File: src/rtl/mpic_pkg.sv
`timescale 1ns/1ps
package mpic_pkg;
    typedef enum logic [0:0] {
        ST_IDLE = 1'b0,
        ST_ACK  = 1'b1
    } acc_state_t;

    localparam logic [9:0] OFS_MEMSZ  = 10'h200;
    localparam logic [9:0] OFS_PEND   = 10'h204;
    localparam logic [9:0] OFS_POWER  = 10'h208;
    localparam logic [9:0] OFS_GEN    = 10'h20C;
    localparam logic [9:0] OFS_PRES   = 10'h210;
    localparam logic [9:0] OFS_RUN    = 10'h214;
    localparam logic [9:0] OFS_SELF   = 10'h218;
    localparam logic [9:0] OFS_ROUTE  = 10'h000;
    localparam logic [9:0] OFS_IPI    = 10'h004;
endpackage

File: src/rtl/mpic_access_fsm.sv
`timescale 1ns/1ps
module mpic_access_fsm
    import mpic_pkg::*;
(
    input  logic clk,
    input  logic rst_n,
    input  logic req_valid,
    output logic ready,
    output logic accept,
    output logic ack
);
    acc_state_t state_q, state_d;

    always_ff @(posedge clk or negedge rst_n) begin
        if (!rst_n) state_q <= ST_IDLE;
        else        state_q <= state_d;
    end

    always_comb begin
        state_d = state_q;
        unique case (state_q)
            ST_IDLE: if (req_valid) state_d = ST_ACK;
            ST_ACK:  state_d = ST_IDLE;
            default: state_d = ST_IDLE;
        endcase
    end

    always_comb begin
        ready  = (state_q == ST_IDLE);
        ack    = (state_q == ST_ACK);
        accept = (state_q == ST_IDLE) && req_valid;
    end
endmodule

File: src/rtl/mpic_cpu_slice.sv
`timescale 1ns/1ps
module mpic_cpu_slice #(
    parameter int NSLOT = 32
) (
    input  logic             clk,
    input  logic             rst_n,
    input  logic             wr_route,
    input  logic             wr_ipi,
    input  logic [NSLOT-1:0] wdata_route,
    input  logic             wdata_ipi,
    input  logic [NSLOT-1:0] gated_pend,
    output logic [NSLOT-1:0] route,
    output logic             ipi,
    output logic             irq
);
    always_ff @(posedge clk or negedge rst_n) begin
        if (!rst_n) begin
            route <= '0;
            ipi   <= 1'b0;
            irq   <= 1'b0;
        end else begin
            if (wr_route) route <= wdata_route;
            if (wr_ipi)   ipi   <= wdata_ipi;
            irq <= (|(gated_pend & route)) | ipi;
        end
    end
endmodule

File: src/rtl/mpic_top.sv
`timescale 1ns/1ps
module mpic_top
    import mpic_pkg::*;
#(
    parameter int NSLOT    = 32,
    parameter int NCPU     = 4,
    parameter int BOOT_CPU = 0,
    parameter int AW       = 16,
    parameter int CW       = (NCPU > 1) ? $clog2(NCPU) : 1
) (
    input  logic             clk,
    input  logic             rst_n,
    input  logic [NSLOT-1:0] slot_irq,
    input  logic [NCPU-1:0]  cpu_present,
    input  logic [31:0]      mem_size,
    input  logic             req_valid,
    input  logic             req_write,
    input  logic [CW-1:0]    req_cpu,
    input  logic [AW-1:0]    req_addr,
    input  logic [31:0]      req_wdata,
    output logic             req_ready,
    output logic             resp_ack,
    output logic [31:0]      resp_rdata,
    output logic [NCPU-1:0]  cpu_irq,
    output logic [NCPU-1:0]  cpu_run,
    output logic             power_off
);
    localparam int RW = AW - 10;
    localparam logic [NCPU-1:0] RUN_RST = NCPU'(1) << BOOT_CPU;

    logic accept, wr_acc, rd_acc;
    logic [RW-1:0] region;
    logic [9:0]    low;
    logic          ctl_hit;
    logic [NCPU-1:0] cpu_hit;

    logic [NSLOT-1:0] gen_q;
    logic [NCPU-1:0]  run_q;
    logic             off_q;
    logic [31:0]      rdata_q, rd_mux;
    logic [NSLOT-1:0] gated_pend;
    logic [NCPU-1:0][NSLOT-1:0] route_all;
    logic [NCPU-1:0]  ipi_all;

    mpic_access_fsm u_fsm (
        .clk      (clk),
        .rst_n    (rst_n),
        .req_valid(req_valid),
        .ready    (req_ready),
        .accept   (accept),
        .ack      (resp_ack)
    );

    assign wr_acc     = accept & req_write;
    assign rd_acc     = accept & ~req_write;
    assign region     = req_addr[AW-1:10];
    assign low        = req_addr[9:0];
    assign ctl_hit    = (region == '0);
    assign gated_pend = slot_irq & gen_q;

    for (genvar k = 0; k < NCPU; k++) begin : g_cpu
        assign cpu_hit[k] = (region == RW'(k + 1));
        mpic_cpu_slice #(.NSLOT(NSLOT)) u_slice (
            .clk        (clk),
            .rst_n      (rst_n),
            .wr_route   (wr_acc && cpu_hit[k] && (low == OFS_ROUTE)),
            .wr_ipi     (wr_acc && cpu_hit[k] && (low == OFS_IPI)),
            .wdata_route(req_wdata[NSLOT-1:0]),
            .wdata_ipi  (req_wdata[0]),
            .gated_pend (gated_pend),
            .route      (route_all[k]),
            .ipi        (ipi_all[k]),
            .irq        (cpu_irq[k])
        );
    end

    always_ff @(posedge clk or negedge rst_n) begin
        if (!rst_n) begin
            gen_q <= '1;
            run_q <= RUN_RST;
            off_q <= 1'b0;
        end else if (wr_acc && ctl_hit) begin
            if (low == OFS_GEN)                       gen_q <= req_wdata[NSLOT-1:0];
            if (low == OFS_RUN)                       run_q <= req_wdata[NCPU-1:0];
            if ((low == OFS_POWER) && (req_wdata == '0)) off_q <= 1'b1;
        end
    end

    always_comb begin
        rd_mux = '0;
        if (ctl_hit) begin
            unique case (low)
                OFS_MEMSZ: rd_mux = mem_size;
                OFS_PEND:  rd_mux[NSLOT-1:0] = slot_irq;
                OFS_GEN:   rd_mux[NSLOT-1:0] = gen_q;
                OFS_PRES:  rd_mux[NCPU-1:0]  = cpu_present;
                OFS_RUN:   rd_mux[NCPU-1:0]  = run_q;
                OFS_SELF:  rd_mux[req_cpu]   = 1'b1;
                default:   rd_mux = '0;
            endcase
        end
        for (int k = 0; k < NCPU; k++) begin
            if (cpu_hit[k]) begin
                if (low == OFS_ROUTE) rd_mux[NSLOT-1:0] = route_all[k];
                if (low == OFS_IPI)   rd_mux[0]         = ipi_all[k];
            end
        end
    end

    always_ff @(posedge clk or negedge rst_n) begin
        if (!rst_n)      rdata_q <= '0;
        else if (rd_acc) rdata_q <= rd_mux;
        else if (wr_acc) rdata_q <= '0;
    end

    assign resp_rdata = rdata_q;
    assign cpu_run    = run_q;
    assign power_off  = off_q;
endmodule

File: config.mk
export PLATFORM = sky130hd
export DESIGN_NAME = mpic_top
export DESIGN_NICKNAME = d
export VERILOG_FILES = /design/src/rtl/mpic_pkg.sv /design/src/rtl/mpic_access_fsm.sv /design/src/rtl/mpic_cpu_slice.sv /design/src/rtl/mpic_top.sv
export SDC_FILE = /design/constraint.sdc
export NUM_CORES = 1
export LEC_CHECK = 0
export BUFFER_PORTS_ARGS = -buffer_cell sky130_fd_sc_hd__buf_4
export CORE_UTILIZATION = 55
export CTS_CLUSTER_SIZE = 10
export DETAILED_ROUTE_END_ITERATION = 7
export PLACE_DENSITY_LB_ADDON = 0.05
export SLEW_MARGIN = 25
export SYNTH_ARGS = -nofsm -noshare
export SYNTH_HDL_FRONTEND = slang
export SYNTH_SLANG_ARGS = --single-unit
File: constraint.sdc
create_clock -name clk -period 2.5 [get_ports clk]
set_clock_uncertainty 0.05 [all_clocks]
set_input_delay 0.125 -clock clk [delete_from_list [all_inputs] [get_ports clk]]
set_output_delay 0.125 -clock clk [all_outputs]
set_load 0.05 [all_outputs]
Word level (Yosys, flattened, before mapping)
Cells that the tools add are included.
- multiplexer cells: 22
- order comparisons: 2
- reductions and logical operators: 27
- eq/ne operators: 12
- bitwise gates (word level): 13
- operator list (kind ; count):
    2-to-1 mux 32 bit ; 12
    bitwise AND 32 bit ; 5
    OR reduction 32 bit ; 4
    one-hot mux 28 bit (3 select lines) ; 1
    == test 10 bit (second input constant) ; 7
    logical NOT 32 bit ; 1
    one-hot mux 4 bit (6 select lines) ; 1
    logical AND 1 bit ; 16
    == test 6 x 2 -> 1 bit (second input constant) ; 2
    == test 10 x 3 -> 1 bit (second input constant) ; 1
    logical NOT 10 bit ; 1
    == test 6 x 1 -> 1 bit (second input constant) ; 1
    == test 6 x 3 -> 1 bit (second input constant) ; 1
    logical NOT 6 bit ; 1
    < comparator 2 x 6 -> 1 bit (second input constant) ; 1
    2-to-1 mux 1 bit ; 6
    AND reduction 2 bit ; 3
    bitwise OR 1 bit ; 4
    bitwise AND 1 bit ; 2
    demux 1 bit (select 2 bit) ; 1
    >= comparator 2 x 1 -> 1 bit (second input constant) ; 1
    NOT 1 bit ; 2
    one-hot mux 1 bit (2 select lines) ; 1
    nonzero test 2 bit ; 1
- input port bits: 122
- output and inout bits: 43
- word-level logic and storage cells: 93
- bits in registers: 206

Logic depth before layout (Yosys ltp)
- depth after elaboration: 20
- mapped depth: 8
- depth with buffers taken out: 6

Cells and area by module
A second synthesis with hierarchy kept.
- cells, all modules: 932
- area, all modules: 10844.2 µm²
- by module, submodules not included (module ; times used ; sequential area each (µm²) ; cells an instance ; area an instance (µm²)):
    mpic_cpu_slice ; 4 ; 850.8 ; 91 ; 1422.6
    mpic_top ; 1 ; 1767.9 ; 565 ; 5118.7
    mpic_access_fsm ; 1 ; 25.0 ; 3 ; 35.0

Worst setup path after synthesis
Ideal clock, no wire load.
- path kind: input port to flip-flop
- start: input port req_addr[8]
- end: register g_cpu[1].u_slice.route[12]
- slack: -0.069 ns
- stages on the path: 8
- required time: 2.325 ns
- setup time: 0.125 ns
- data arrival time: 2.394 ns
- path buffers: 3
- path through: or4_1 buf_2 or3_4 or2_1 buf_6 nor4_4 buf_6 mux2_2
- word-level cells in the longest chain between the ends: 2
- RTL lines (what ; line ; source):
    start: declaration ; mpic_top.sv:19 ; input logic [AW-1:0] req_addr,
    logical NOT 10 bit ; mpic_top.sv:66 ; .wr_route (wr_acc && cpu_hit[k] && (low == OFS_ROUTE)),
    logical AND 1 bit ; mpic_top.sv:66 ;
    end signal: assignment ; mpic_cpu_slice.sv:22 ; if (wr_route) route <= wdata_route;
    end: declaration ; mpic_cpu_slice.sv:12 ; output logic [NSLOT-1:0] route,
No other way between the ends.
A chain may end at the register's enable or synchronous reset.

Worst setup path in the final report
- start: register g_cpu[2].u_slice.route[7]
- end: register g_cpu[2].u_slice.irq
- word-level cells in the longest chain between the ends: 3
- RTL lines (what ; line ; source):
    start: declaration ; mpic_cpu_slice.sv:12 ;
    start signal: assignment ; mpic_cpu_slice.sv:22 ;
    bitwise AND 32 bit ; mpic_cpu_slice.sv:24 ; irq <= (|(gated_pend & route)) | ipi;
    OR reduction 32 bit ; mpic_cpu_slice.sv:24 ;
    bitwise OR 1 bit ; mpic_cpu_slice.sv:24 ;
    end signal: assignment ; mpic_cpu_slice.sv:24 ;
    end: declaration ; mpic_cpu_slice.sv:14 ; output logic irq
No other way between the ends.

==> results <==
- The flow ran to the end, and the final reports show no timing, DRC or antenna violations.
- Ranked by instance count, the synthesized netlist is headed by dfrtp_1 (173), mux2_2 (156), nand3_1 (120).
- The antenna diode count is 0.
- The cell type with the highest occurrence count on the critical path is nand4_1.
- The placer's final routability congestion estimate is 0.970.
- The worst path meets setup with roughly 0.17 ns of slack.
- The number of non-filler instances in the completed layout is around 1400.
- The utilization after layout is 0.717.
- At the worst endpoint, the arrival time is 2.68 ns.
- For this run, the slowest stage of the critical path takes 0.58 ns.
- The width of the die is between 100 and 150 um.
- The number of antenna violations at the first check in global routing was 0.
- The number of setup violations in the final report is 0.
- The number of global-route vias before repair is between 9000 and 10000.
- The root buffer cell chosen for the clock tree is clkbuf_16.
- Setup repair after global routing left no endpoint under its margin.
- The count of maximum capacitance violations is 0.
- The most used flip-flop cell after synthesis is dfrtp_1.
- The dominant cell by count in the synthesized netlist is dfrtp_1.
- The switching part of the total is 0.240.
- The number of placement rows is 50.
- Summed over all instances, the cell type with the most area after synthesis is dfrtp_1.
- The number of iterations in the first detailed-routing pass is 5.
- about 170 I/O pins were placed.
- The critical path goes through and3_1, a31oi_1, nand4_1, nor4_2, nand4_1, dlygate4sd3_1.
- Among all stages on the critical path, the largest delay is contributed by dlygate4sd3_1.
- Power spread over the standard cell area amounts to between 500 and 600 mW/mm^2.
- The maximum clock frequency is around 430 MHz.
- The summed instance area of the synthesized netlist is roughly 0.011 sq mm.
- The overall fraction of global-route tracks in use is 0.371.
- The detail route stage leaves a number of antenna-violating nets equal to 0.
- The clock period could shrink to around 2.3 ns.
- The path class of the lowest-slack min-delay path is primary input to flop.
- The most critical setup path has its startpoint at g_cpu[2].u_slice.route[7].
- The cell count after synthesis came out at around 900.
- Wires add up to between 30000 and 40000 um.
- In this run the post-CTS setup repair buffer count came out at 0.
- Headroom to the max-slew limit came out at 0.614.
- The first routing iteration left around 860 violations.
- The number of clock buffers added by TritonCTS is 24.
- The leakage dissipation is 0.00614 uW.
- The first global-routing pass estimated roughly 55000 um of wire.
- Synthesis inferred 206 register bits.
- The switching power of the nets is between 1500 and 2000 uW.
- After clock tree synthesis, the clock-pin slew on the worst setup and hold paths is approximately 0.06 ns.
- TritonCTS built the clock tree.
- At the worst endpoint, the required time is roughly 2.9 ns.
- The pin slew with the least headroom to its limit is 0.573 ns.
- The total instance count after detailed placement is 1296.
- The number of synthesis warnings is 0.
- In this run the deepest clock path goes through 3 buffers.
- The share of the synthesized area in the top cell type is 0.406.
- The worst setup path is captured at a flop.
- The average wire per standard cell is around 26 um.
- The share of total power in sequential cells is 0.471.
- Summing internal, switching and leakage power gives slightly above 7000 uW.
- The fraction of final layout cells with drive strength greater than 1 is 0.387.
- The internal power of the cells totals between 5000 and 6000 uW.
- The hold violation count in the final report is 0.
- The post-detailed-route DRC marker count is 0.
- The post-synthesis cell type count is 50.
- The die area is between 0.015 and 0.02 sq mm.
- In the finished design, the share of the clock period the worst path needs comes to 0.930.
- Ranked by total cell area, the synthesized netlist is headed by dfrtp_1 (41%), mux2_2 (16%), dfstp_2 (8.1%).
- The type of the worst setup path is flop to flop.
- The worst hold path begins at slot_irq[27].
- The detailed placer's ending HPWL is 24900 um.
- Of the total power, the clock network draws 0.445.
- For this run, the register share of the synthesized area comes to 0.488.
- Entering global routing, the biggest net connects 62 pins.
- The total number of H-tree levels is 1.
- The source of the worst register-to-register timing path is g_cpu[2].u_slice.route[7].
- The final-layout fill cell count is approximately 1400.
- The worst-path maximum fanout is 3.
- At the later pin of the worst-skew pair, clock insertion delay measures ~0.53 ns.
- The number of enable-type register cells in the synthesized netlist is 0.
- The share of flip-flops with an asynchronous set or reset is 1.00.
- For this block, the via count after detailed routing is roughly 9000.
- A synthesized cell averages between 10 and 15 sq um.
- When the netlist entered floorplanning its net count stood at about 1000.
- The layout-stage area growth over the synthesis result is 26.7%.
- The fraction of power consumed by combinational cells is 0.083.
- The final number of max-transition violations came to 0.
- For this run the aggregate overflow at the end of global routing stands at 0.
- The floorplan step set the die height to about 140 um.
- STA classifies the critical path startpoint as a flop.
- The net count of the finished layout is roughly 1200.
- The starting density of the core is 0.566.
- The core footprint is between 0.015 and 0.02 sq mm.
- The via-per-instance ratio is about 6.7.
- Timing analysis after detailed placement gives a worst setup slack of -0.0721 ns.
- The clock net in this run drives a total of between 200 and 250 sinks.
- The worst-case vdd ir drop is approximately 440 uV.
- Buffers placed on the I/O ports in this run total between 150 and 200.
-- routing by layer --
layer / track usage / vias to the layer above / wire length, um
li1: - / 4008 / -
met1: 0.507 / 4624 / 14900
met2: 0.570 / 533 / 16400
met3: 0.0761 / 109 / 3230
met4: 0.168 / 0 / 1720
met5: 0 / - / 0
-- worst max-delay path, delay by kind of cell (launching register included) --
family,cells,cell delay (ns)
buffers and inverters,1,0.58
AOI/OAI and AO/OA,1,0.30
and+or+nand+nor,4,0.89
DFF,1,0.39
-- worst paths after layout --
kind,to,slack [ns],depth (start not counted)
worst max-delay path,g_cpu[2].u_slice.irq,0.17,6
worst min-delay path,g_cpu[1].u_slice.irq,0.02,3
worst max register to register,g_cpu[2].u_slice.irq,0.17,6
worst min register to register,resp_rdata[2],0.44,2
max in group asynchronous,gen_q[14],1.52,3
min in group asynchronous,cpu_run[3],0.09,2
-- through the flow --
stage          hold WS [ns]  cell area, sq um  TNS (ns)
2_1_floorplan        -0.221             10700         0
3_3_place_gp          0.102             12400     -3.23
3_5_place_dp          0.106             12400     -4.83
4_1_cts             0.00535             13500         0
5_1_grt              0.0200             13500         0
6_report             0.0176             13500         0
-- cells in the final DEF (no fill, tap or decap), drive strengths merged, types with 3 or more instances in the layout --
| master | count |
|---|---|
| dfstp | 33 |
| nand3 | 120 |
| inv | 7 |
| nor3 | 7 |
| o21ai | 4 |
| mux2i | 38 |
| clkbuf | 43 |
| nand2 | 13 |
| and3 | 5 |
| buf | 202 |
| nor4 | 20 |
| a221o | 28 |
| or4 | 8 |
| dlygate4sd3 | 43 |
| a32oi | 59 |
| dfrtp | 173 |
| mux2 | 169 |
| nor2 | 10 |
| nand2b | 4 |
| nand4 | 33 |
| o2bb2ai | 32 |
| or3 | 3 |
| a21oi | 32 |
| a31oi | 8 |
-- what timing repair did --
item / CTS / global route
endpoints found under the hold margin: 260 / 0
setup endpoints to repair: 0 / 1
hold buffers: 43 / 0
gates resized for setup: 0 / 1
-- final cells by class --
type                            count  area [sq um]  share of cell area
Sequential cell                   206          5200               0.385
Clock buffer                       42           668              0.0495
Tap cell                          260           325              0.0241
Multi-Input combinational cell    620          5130               0.380
Timing Repair Buffer              246          2140               0.158
Inverter                            7          26.3             0.00195
Clock inverter                      1          16.3             0.00121
-- sequential cells by signal, summed over array words and instances (netlist names) --
| name | count |
|---|---|
| g_cpu.u_slice.route | 128 |
| gen_q | 32 |
| resp_rdata | 32 |
| cpu_run | 4 |
| g_cpu.u_slice.ipi | 4 |
| g_cpu.u_slice.irq | 4 |
| power_off | 1 |
| u_fsm.ack | 1 |
-- logic make-up after synthesis --
family,count (synthesis),share of synthesized area
flops,206,0.488
buf+inv,72,0.0346
simple gates,232,0.126
compound gates,181,0.137
mux,207,0.214
-- power by group through the flow --
| stage | logic [uW] | registers (uW) | clock network (uW) |
|---|---|---|---|
| 2_1_floorplan | 144 | 3400 | 0 |
| 3_3_place_gp | 527 | 3400 | 0 |
| 4_1_cts | 583 | 3340 | 3170 |
| 3_5_place_dp | 529 | 3400 | 0 |
| 6_report | 590 | 3340 | 3160 |
| 5_1_grt | 632 | 3340 | 3310 |
(Power assumes the default switching activity.)
